==> src/rtl/ata_tf_pkg.sv <==
package ata_tf_pkg;
  localparam logic [7:0] ST_BUSY  = 8'h80;
  localparam logic [7:0] ST_READY = 8'h40;
  localparam logic [7:0] ST_DREQ  = 8'h08;
  localparam logic [7:0] ST_ERR   = 8'h01;
  localparam logic [7:0] ERR_ABORT = 8'h04;
  localparam logic [7:0] OP_IDENT = 8'hEC;
  localparam logic [7:0] OP_FLUSH = 8'hE7;
  localparam logic [2:0] OFS_DATA = 3'd0;
  localparam logic [2:0] OFS_ERR  = 3'd1;
  localparam logic [2:0] OFS_DEV  = 3'd6;
  localparam logic [2:0] OFS_CMD  = 3'd7;
  localparam int DRIVE_BIT = 4;
  typedef enum logic [1:0] {SQ_IDLE, SQ_XFER, SQ_FLUSH} seq_state_t;
endpackage

==> src/rtl/ata_tf_regs.sv <==
module ata_tf_regs (
  input  logic       clk,
  input  logic       rst_n,
  input  logic       wr_en,
  input  logic [2:0] addr,
  input  logic [7:0] wdata,
  input  logic       lock,
  output logic [6:1][7:0] file_q
);
  for (genvar g = 1; g <= 6; g++) begin : g_slot
    always_ff @(posedge clk) begin
      if (!rst_n) file_q[g] <= 8'h00;
      else if (wr_en && !lock && addr == 3'(g)) file_q[g] <= wdata;
    end
  end

  p_lock_hold_r2: assert property (@(posedge clk) disable iff (!rst_n)
    (lock && wr_en) |=> $stable(file_q));
endmodule

==> src/rtl/ata_ident_rom.sv <==
module ata_ident_rom #(
  parameter int IDX_W = 8,
  parameter int SER_CHARS = 20,
  parameter int VER_CHARS = 8,
  parameter int SER_BASE = 10,
  parameter int VER_BASE = 23,
  parameter int CACHE_WORD = 85,
  parameter logic [8*SER_CHARS-1:0] SERIAL = "0000000000          ",
  parameter logic [8*VER_CHARS-1:0] VERSION = "1.0     ",
  parameter bit WCACHE_ON = 1'b1
) (
  input  logic [IDX_W-1:0] idx,
  output logic [15:0]      word
);
  localparam int SER_WORDS = SER_CHARS / 2;
  localparam int VER_WORDS = VER_CHARS / 2;
  int pos;
  int rel;

  always_comb begin
    pos  = int'(idx);
    rel  = 0;
    word = 16'h0000;
    if (pos == 0) begin
      word = 16'h0040;
    end else if (pos >= SER_BASE && pos < SER_BASE + SER_WORDS) begin
      rel  = pos - SER_BASE;
      word = SERIAL[8*SER_CHARS-1-16*rel -: 16];
    end else if (pos >= VER_BASE && pos < VER_BASE + VER_WORDS) begin
      rel  = pos - VER_BASE;
      word = VERSION[8*VER_CHARS-1-16*rel -: 16];
    end else if (pos == CACHE_WORD) begin
      word = WCACHE_ON ? 16'h0020 : 16'h0000;
    end
  end
endmodule

==> src/rtl/ata_cmd_fsm.sv <==
module ata_cmd_fsm
  import ata_tf_pkg::*;
#(
  parameter int WORDS = 256,
  parameter int IDX_W = 8
) (
  input  logic             clk,
  input  logic             rst_n,
  input  logic             cmd_wr,
  input  logic [7:0]       cmd_byte,
  input  logic             drive_one,
  input  logic             data_rd,
  input  logic             stat_rd,
  input  logic             flush_done,
  output seq_state_t       state_q,
  output logic [IDX_W-1:0] idx_q,
  output logic             err_q,
  output logic [7:0]       error_q,
  output logic             irq,
  output logic             flush_req
);
  localparam logic [IDX_W-1:0] LAST = IDX_W'(WORDS - 1);

  logic accept;
  logic irq_set;
  logic irq_q;

  assign accept = cmd_wr && (state_q == SQ_IDLE) && !drive_one;

  always_ff @(posedge clk) begin
    if (!rst_n) begin
      state_q <= SQ_IDLE;
      idx_q   <= '0;
      err_q   <= 1'b0;
      error_q <= 8'h00;
    end else begin
      case (state_q)
        SQ_IDLE: if (accept) begin
          if (cmd_byte == OP_IDENT) begin
            state_q <= SQ_XFER;
            idx_q   <= '0;
            err_q   <= 1'b0;
            error_q <= 8'h00;
          end else if (cmd_byte == OP_FLUSH) begin
            state_q <= SQ_FLUSH;
            err_q   <= 1'b0;
            error_q <= 8'h00;
          end else begin
            err_q   <= 1'b1;
            error_q <= ERR_ABORT;
          end
        end
        SQ_XFER: if (data_rd) begin
          if (idx_q == LAST) state_q <= SQ_IDLE;
          else idx_q <= idx_q + 1'b1;
        end
        SQ_FLUSH: if (flush_done) state_q <= SQ_IDLE;
        default: state_q <= SQ_IDLE;
      endcase
    end
  end

  always_comb begin
    irq_set = 1'b0;
    if (accept && cmd_byte != OP_FLUSH) irq_set = 1'b1;
    if (state_q == SQ_FLUSH && flush_done) irq_set = 1'b1;
  end

  always_ff @(posedge clk) begin
    if (!rst_n) irq_q <= 1'b0;
    else if (irq_set) irq_q <= 1'b1;
    else if (stat_rd) irq_q <= 1'b0;
  end

  assign irq = irq_q;
  assign flush_req = (state_q == SQ_FLUSH);

  p_flush_hold_r5: assert property (@(posedge clk) disable iff (!rst_n)
    (flush_req && !flush_done) |=> flush_req);
  p_irq_ack_r7: assert property (@(posedge clk) disable iff (!rst_n)
    (stat_rd && !cmd_wr && !flush_done) |=> !irq);
  p_abort_code_r6: assert property (@(posedge clk) disable iff (!rst_n)
    err_q |-> (error_q == ERR_ABORT));
  p_last_word_r3: assert property (@(posedge clk) disable iff (!rst_n)
    (data_rd && state_q == SQ_XFER && idx_q == LAST) |=> (state_q == SQ_IDLE));
  p_busy_ignore_r8: assert property (@(posedge clk) disable iff (!rst_n)
    (state_q == SQ_FLUSH && cmd_wr && !flush_done) |=> (state_q == SQ_FLUSH));
endmodule

==> src/rtl/ata_tf_seq.sv <==
module ata_tf_seq
  import ata_tf_pkg::*;
#(
  parameter int WORDS = 256,
  parameter logic [159:0] SERIAL = "0000000000          ",
  parameter logic [63:0]  VERSION = "1.0     ",
  parameter bit WCACHE_ON = 1'b1
) (
  input  logic        clk,
  input  logic        rst_n,
  input  logic        bus_wr,
  input  logic        bus_rd,
  input  logic [2:0]  bus_addr,
  input  logic [7:0]  bus_wdata,
  output logic [15:0] bus_rdata,
  output logic        irq,
  output logic        flush_req,
  input  logic        flush_done
);
  localparam int IDX_W = $clog2(WORDS);

  seq_state_t       state_q;
  logic [IDX_W-1:0] idx_q;
  logic             err_q;
  logic [7:0]       error_q;
  logic [6:1][7:0]  file_q;
  logic [15:0]      ident_word;
  logic [7:0]       status;
  logic             busy;
  logic             dreq;

  assign busy = (state_q == SQ_FLUSH);
  assign dreq = (state_q == SQ_XFER);
  assign status = (busy ? ST_BUSY : 8'h00) | ST_READY |
                  (dreq ? ST_DREQ : 8'h00) | (err_q ? ST_ERR : 8'h00);

  ata_tf_regs u_regs (
    .clk(clk), .rst_n(rst_n), .wr_en(bus_wr), .addr(bus_addr),
    .wdata(bus_wdata), .lock(busy || dreq), .file_q(file_q)
  );

  ata_ident_rom #(
    .IDX_W(IDX_W), .SERIAL(SERIAL), .VERSION(VERSION), .WCACHE_ON(WCACHE_ON)
  ) u_rom (
    .idx(idx_q), .word(ident_word)
  );

  ata_cmd_fsm #(.WORDS(WORDS), .IDX_W(IDX_W)) u_fsm (
    .clk(clk), .rst_n(rst_n),
    .cmd_wr(bus_wr && bus_addr == OFS_CMD), .cmd_byte(bus_wdata),
    .drive_one(file_q[6][DRIVE_BIT]),
    .data_rd(bus_rd && bus_addr == OFS_DATA),
    .stat_rd(bus_rd && bus_addr == OFS_CMD),
    .flush_done(flush_done),
    .state_q(state_q), .idx_q(idx_q), .err_q(err_q), .error_q(error_q),
    .irq(irq), .flush_req(flush_req)
  );

  always_comb begin
    case (bus_addr)
      OFS_DATA: bus_rdata = dreq ? ident_word : 16'h0000;
      OFS_ERR:  bus_rdata = {8'h00, error_q};
      OFS_CMD:  bus_rdata = {8'h00, status};
      default:  bus_rdata = {8'h00, file_q[bus_addr]};
    endcase
  end

  p_excl_states_r3: assert property (@(posedge clk) disable iff (!rst_n)
    !(status[7] && status[3]));
  p_ready_always_r1: assert property (@(posedge clk) disable iff (!rst_n)
    (bus_rd && bus_addr == OFS_CMD) |-> bus_rdata[6]);
endmodule

==> config.mk <==
export PLATFORM = sky130hd
export DESIGN_NAME = ata_tf_seq
export DESIGN_NICKNAME = d
export VERILOG_FILES = /design/src/rtl/ata_tf_pkg.sv /design/src/rtl/ata_tf_regs.sv /design/src/rtl/ata_ident_rom.sv /design/src/rtl/ata_cmd_fsm.sv /design/src/rtl/ata_tf_seq.sv
export SDC_FILE = /design/constraint.sdc
export NUM_CORES = 1
export LEC_CHECK = 0
export CAP_MARGIN = 0
export CORE_MARGIN = 2
export CORE_UTILIZATION = 55
export DETAILED_ROUTE_END_ITERATION = 6
export PLACE_DENSITY = 0.75
export SLEW_MARGIN = 20
export SYNTH_ARGS = -nofsm -noshare
export SYNTH_HDL_FRONTEND = slang
export SYNTH_SLANG_ARGS = --single-unit
==> constraint.sdc <==
create_clock -name clk -period 2.9 [get_ports clk]
set_input_delay 0.435 -clock clk [delete_from_list [all_inputs] [get_ports clk]]
set_output_delay 0.435 -clock clk [all_outputs]
set_load 0.005 [all_outputs]
==> summary by stage <==
Status
The flow ran to the end, but the final reports show violations. The final reports fail on setup timing.

Timing
The highest clock rate is 0.336 GHz. The number of failing setup endpoints in the final timing report is 4. Setup repair after global routing could not meet its margin everywhere. The fraction of the cycle the final worst path needs is 1.03. The number of endpoints with negative hold slack in the final report came to 0. Between clock sinks in the finished design, the worst skew comes to 0.00907 ns. The relative max-transition margin is 0.612. The max-slew violation count is 0.

Setup slack on the critical path of the routed design comes to -0.0801 ns. Counting I/O delays and the setup requirement, the final critical path takes 2.98 ns. The transition time at the pin with the least slew margin is 0.582 ns.

Finish
The top cell types in the final layout, fill and taps aside, are dfxtp_1 (49), buf_4 (43), nor2b_1 (41). The antenna cell count is 0. Summing all multi-input logic gate instances after layout gives 2190 um^2. The area used by sequential logic in the layout is 1070 um^2.

Of the cells placed in the final design, the portion with a size suffix greater than 1 is 0.206. The leading cell type in the layout, fill and taps excluded is dfxtp_1. The area of all placed cells without fillers is 4100 um^2. Relative to the synthesized area, the layout overhead comes to 23.0%. Counting the fill cells in the layout gives 461. At the end of the flow, the number of nets in the layout was 463.

Drt
The post-detailed-route via-to-cell ratio is 5.93. The wire length on met3 is 447 um. The met1 wire length is 4.04 mm. Across all layers, the routed design uses 3,037 vias. The detailed router used layers up to and including met4. The wire length per cell after detailed routing is 17.1 um. After the first detailed-routing iteration, the DRC count stood at 208. For this run, the detailed router's first-pass iteration total came to 4. The total routed wirelength is 8.77 mm. The number of remaining DRC errors is 0. In the detailed route, the total length drawn on met2 is 4.12 mm.

The number of nets with antenna violations after routing is 0.

Pwr
The total power draw is 0.00136 W. Dividing total power by cell area gives a power density of 331 nW/um^2. The highest ir drop seen on vdd is 0.304 mV.

The static leakage power is 1.52 nW.

Yosys
Of the total synthesized cell area, the portion taken by XOR and XNOR cells is 0.0184. Counting flops with an async set or reset pin after synthesis yields a share of 0. The netlist uses 58 different library cells. The average footprint of a synthesized cell is 8.60 um^2.

Counting flops with a built-in enable in the synthesized netlist gives 0. The share of the Yosys chip area taken by registers is 0.319. The compound-gate portion of the synthesized area was 0.175. In the synthesized netlist the dominant register cell turns out to be dfxtp_1. The multiplexer fraction of the synthesized cell area is 0.147. Of the total synthesized cell area, the portion taken by AND, OR, NAND and NOR gates is 0.237. Synthesis produced 387 cells. The Yosys warning count is 0. The synthesized design contains 53 register bits. The cell area that synthesis handed to floorplanning was 3330 um^2.

The adder-cell share of the synthesized area is 0.0413. After synthesis, the largest family of logic cells by area is simple AND/OR/NAND/NOR gates.

Run
The tool flagged a number of max-cap violations equal to 0.

Clocking
The clock passes through at most 2 buffers. After clock tree synthesis, the flow added hold-fix buffers numbering 0. The worst-skew pair later-pin latency is 0.31 ns.

The clock edge transition at the registers on the reported setup and hold paths is 0.10 ns. The number of clock sinks is 53. CTS placed an instance of clkbuf_8 at the clock tree root. The TritonCTS clock tree is built. CTS built an H-tree with a depth of 2. The number of clock buffers added by TritonCTS is 5.

Global route
The total global routing track utilization is 0.262. The largest net degree at the start of global routing is 52. The number of antenna violations at the first check in global routing came to 0. The number of global-route vias before repair is 2,720. After global routing the overflow that remains totals 0. The first global-routing pass estimated 13.5 mm of wire.

Floorplan
The floorplan step set the die height to 81.8 um. The core region is 5890 um^2. The die covers 6690 um^2. 34 I/O pins were placed.

For this configuration, the core starts out at a cell density of 0.566. The die is 81.8 um wide. The initialized floorplan defines 28 standard-cell rows.

Setup path
The beginning of the worst register-to-register path is u_fsm.state_q[0]. Tracing the worst setup path back leads to its startpoint at u_fsm.idx_q[1]. At the worst endpoint, the required time is 2.47 ns. The worst setup path is captured at an output pin. The worst setup path is launched from a flop. On the critical path, the stage with the largest delay is an instance of dfxtp_4. On the worst path, the slowest cell contributes a delay of 0.40 ns. The signal on the critical path passes through ha_4, nand2_4, xnor2_2, ha_2, nand4bb_1, a211o_1, a21oi_2, nand4b_1, inv_1, buf_4, a221o_1, buf_2. The largest fanout on the critical path is 4. The setup check on the worst reg-to-reg path leaves a slack of 0.72 ns. The worst setup path is of the flop to output pin kind.

The cell family with the largest share of critical-path delay is compound AO/OA/AOI/OAI gates. The critical path contains buffers and inverters numbering 3 combined. The data arrival time of the worst path is 2.55 ns.

Placement
The number of port buffers is 28. Summing all placed instances gives a cell area of 3870 um^2. The weighted congestion at the end of routability-driven global placement is 0.885. The HPWL after detailed placement is 5.92 mm. Timing analysis after detailed placement gives a worst setup slack of -0.169 ns.

Min path
The startpoint of the most critical hold path is u_regs.file_q[31]. The min-delay analysis places its worst path in the category flop to flop.
==> logic make-up after synthesis <==
kind of cell | count (synthesis)
and+or+nand+nor | 137
AOI/OAI and AO/OA | 83
DFF | 53
buffers and inverters | 49
muxes | 46
adders and majority gates | 11
xor gates and xnor gates | 7
other | 1
==> final timing paths <==
check	end	depth (start not counted)
min reg2reg	u_regs.file_q[31]	2
max reg2reg	u_fsm.idx_q[5]	7
min	u_regs.file_q[31]	2
max	bus_rdata[3]	12
==> synth_stat cells (all sizes together) (2+ instances only) <==
| cell | count | area (um^2) |
|---|---|---|
| o22a | 2 | 26.3 |
| nand4b | 2 | 17.5 |
| and3 | 2 | 12.5 |
| nor2b | 41 | 257 |
| and2 | 2 | 12.5 |
| o31ai | 6 | 45.0 |
| nor3b | 4 | 30.0 |
| o2bb2ai | 3 | 26.3 |
| clkbuf | 24 | 90.1 |
| a21boi | 10 | 75.1 |
| xor2 | 2 | 17.5 |
| nand3b | 5 | 37.5 |
| or4 | 4 | 30.0 |
| o211a | 3 | 30.0 |
| o211ai | 4 | 30.0 |
| nand4 | 4 | 25.0 |
| a211oi | 4 | 30.0 |
| dfxtp | 53 | 1060 |
| a22oi | 2 | 15.0 |
| a221oi | 3 | 26.3 |
| nor4b | 2 | 17.5 |
| a21oi | 14 | 70.1 |
| nor2 | 7 | 26.3 |
| nand2b | 3 | 18.8 |
| or3 | 5 | 36.3 |
| xnor2 | 5 | 43.8 |
| o21ai | 18 | 90.1 |
| nand3 | 12 | 60.1 |
| mux2i | 40 | 400 |
| nor4 | 3 | 18.8 |
| nand2 | 32 | 120 |
| o21a | 4 | 30.0 |
| mux4 | 2 | 45.0 |
| nor3 | 3 | 15.0 |
| mux2 | 4 | 45.0 |
| a211o | 2 | 17.5 |
| inv | 13 | 48.8 |
| buf | 12 | 65.1 |
| ha | 11 | 138 |
==> per-layer routing <==
layer / up-vias / track usage
met5: - / 0
met4: 0 / 0.0817
met3: 19 / 0.0418
met2: 115 / 0.418
met1: 1434 / 0.363
li1: 1469 / -
==> final cells by class <==
type | count | area share
repair buffers | 74 | 0.148
multi-input cells | 289 | 0.536
flip-flops and latches | 53 | 0.261
well taps | 75 | 0.0229
clock buffers | 6 | 0.0177
inverters | 13 | 0.0119
clock inverters | 2 | 0.00336
==> per-stage QoR <==
step | utilization | instances | setup TNS [ns] | hold slack (ns)
final | 0.696 | 512 | -0.150 | 0.472
after global routing | 0.696 | 512 | -0.679 | 0.498
after CTS | 0.685 | 508 | -0.0336 | 0.470
after detailed placement | 0.658 | 499 | -0.651 | 0.457
after global placement | 0.658 | 499 | -0.323 | 0.451
after floorplan | - | 391 | 0 | 0.441
==> where the power goes <==
part,switching [W],internal [W]
registers,0.00000679,0.000740
clock network,0.000261,0.000173
logic,0.0000876,0.0000873
total,0.000356,0.00100
==> registers in the layout, indices dropped and copies added, names as in the netlist <==
name / cells
u_fsm.state_q: 2
u_fsm.idx_q: 8
u_regs.file_q: 41
u_fsm.irq: 1
u_fsm.error_q: 1
==> worst reg2reg max path, stage by stage (launching register included) <==
cell	delay [ns]
dfxtp_1	0.37
inv_1	0.10
ha_1	0.25
and4b_1	0.23
nand3_1	0.17
o22a_4	0.34
or4_1	0.52
a21oi_1	0.15
==> what timing repair did <==
action	CTS	global route
gates resized for setup	37	21
pin swaps	11	3
cloned	0	0
hold endpoints to repair	0	0
endpoints found under the setup margin	9	10
setup buffers	1	4
No activity file was read; power rests on OpenSTA's default activity.
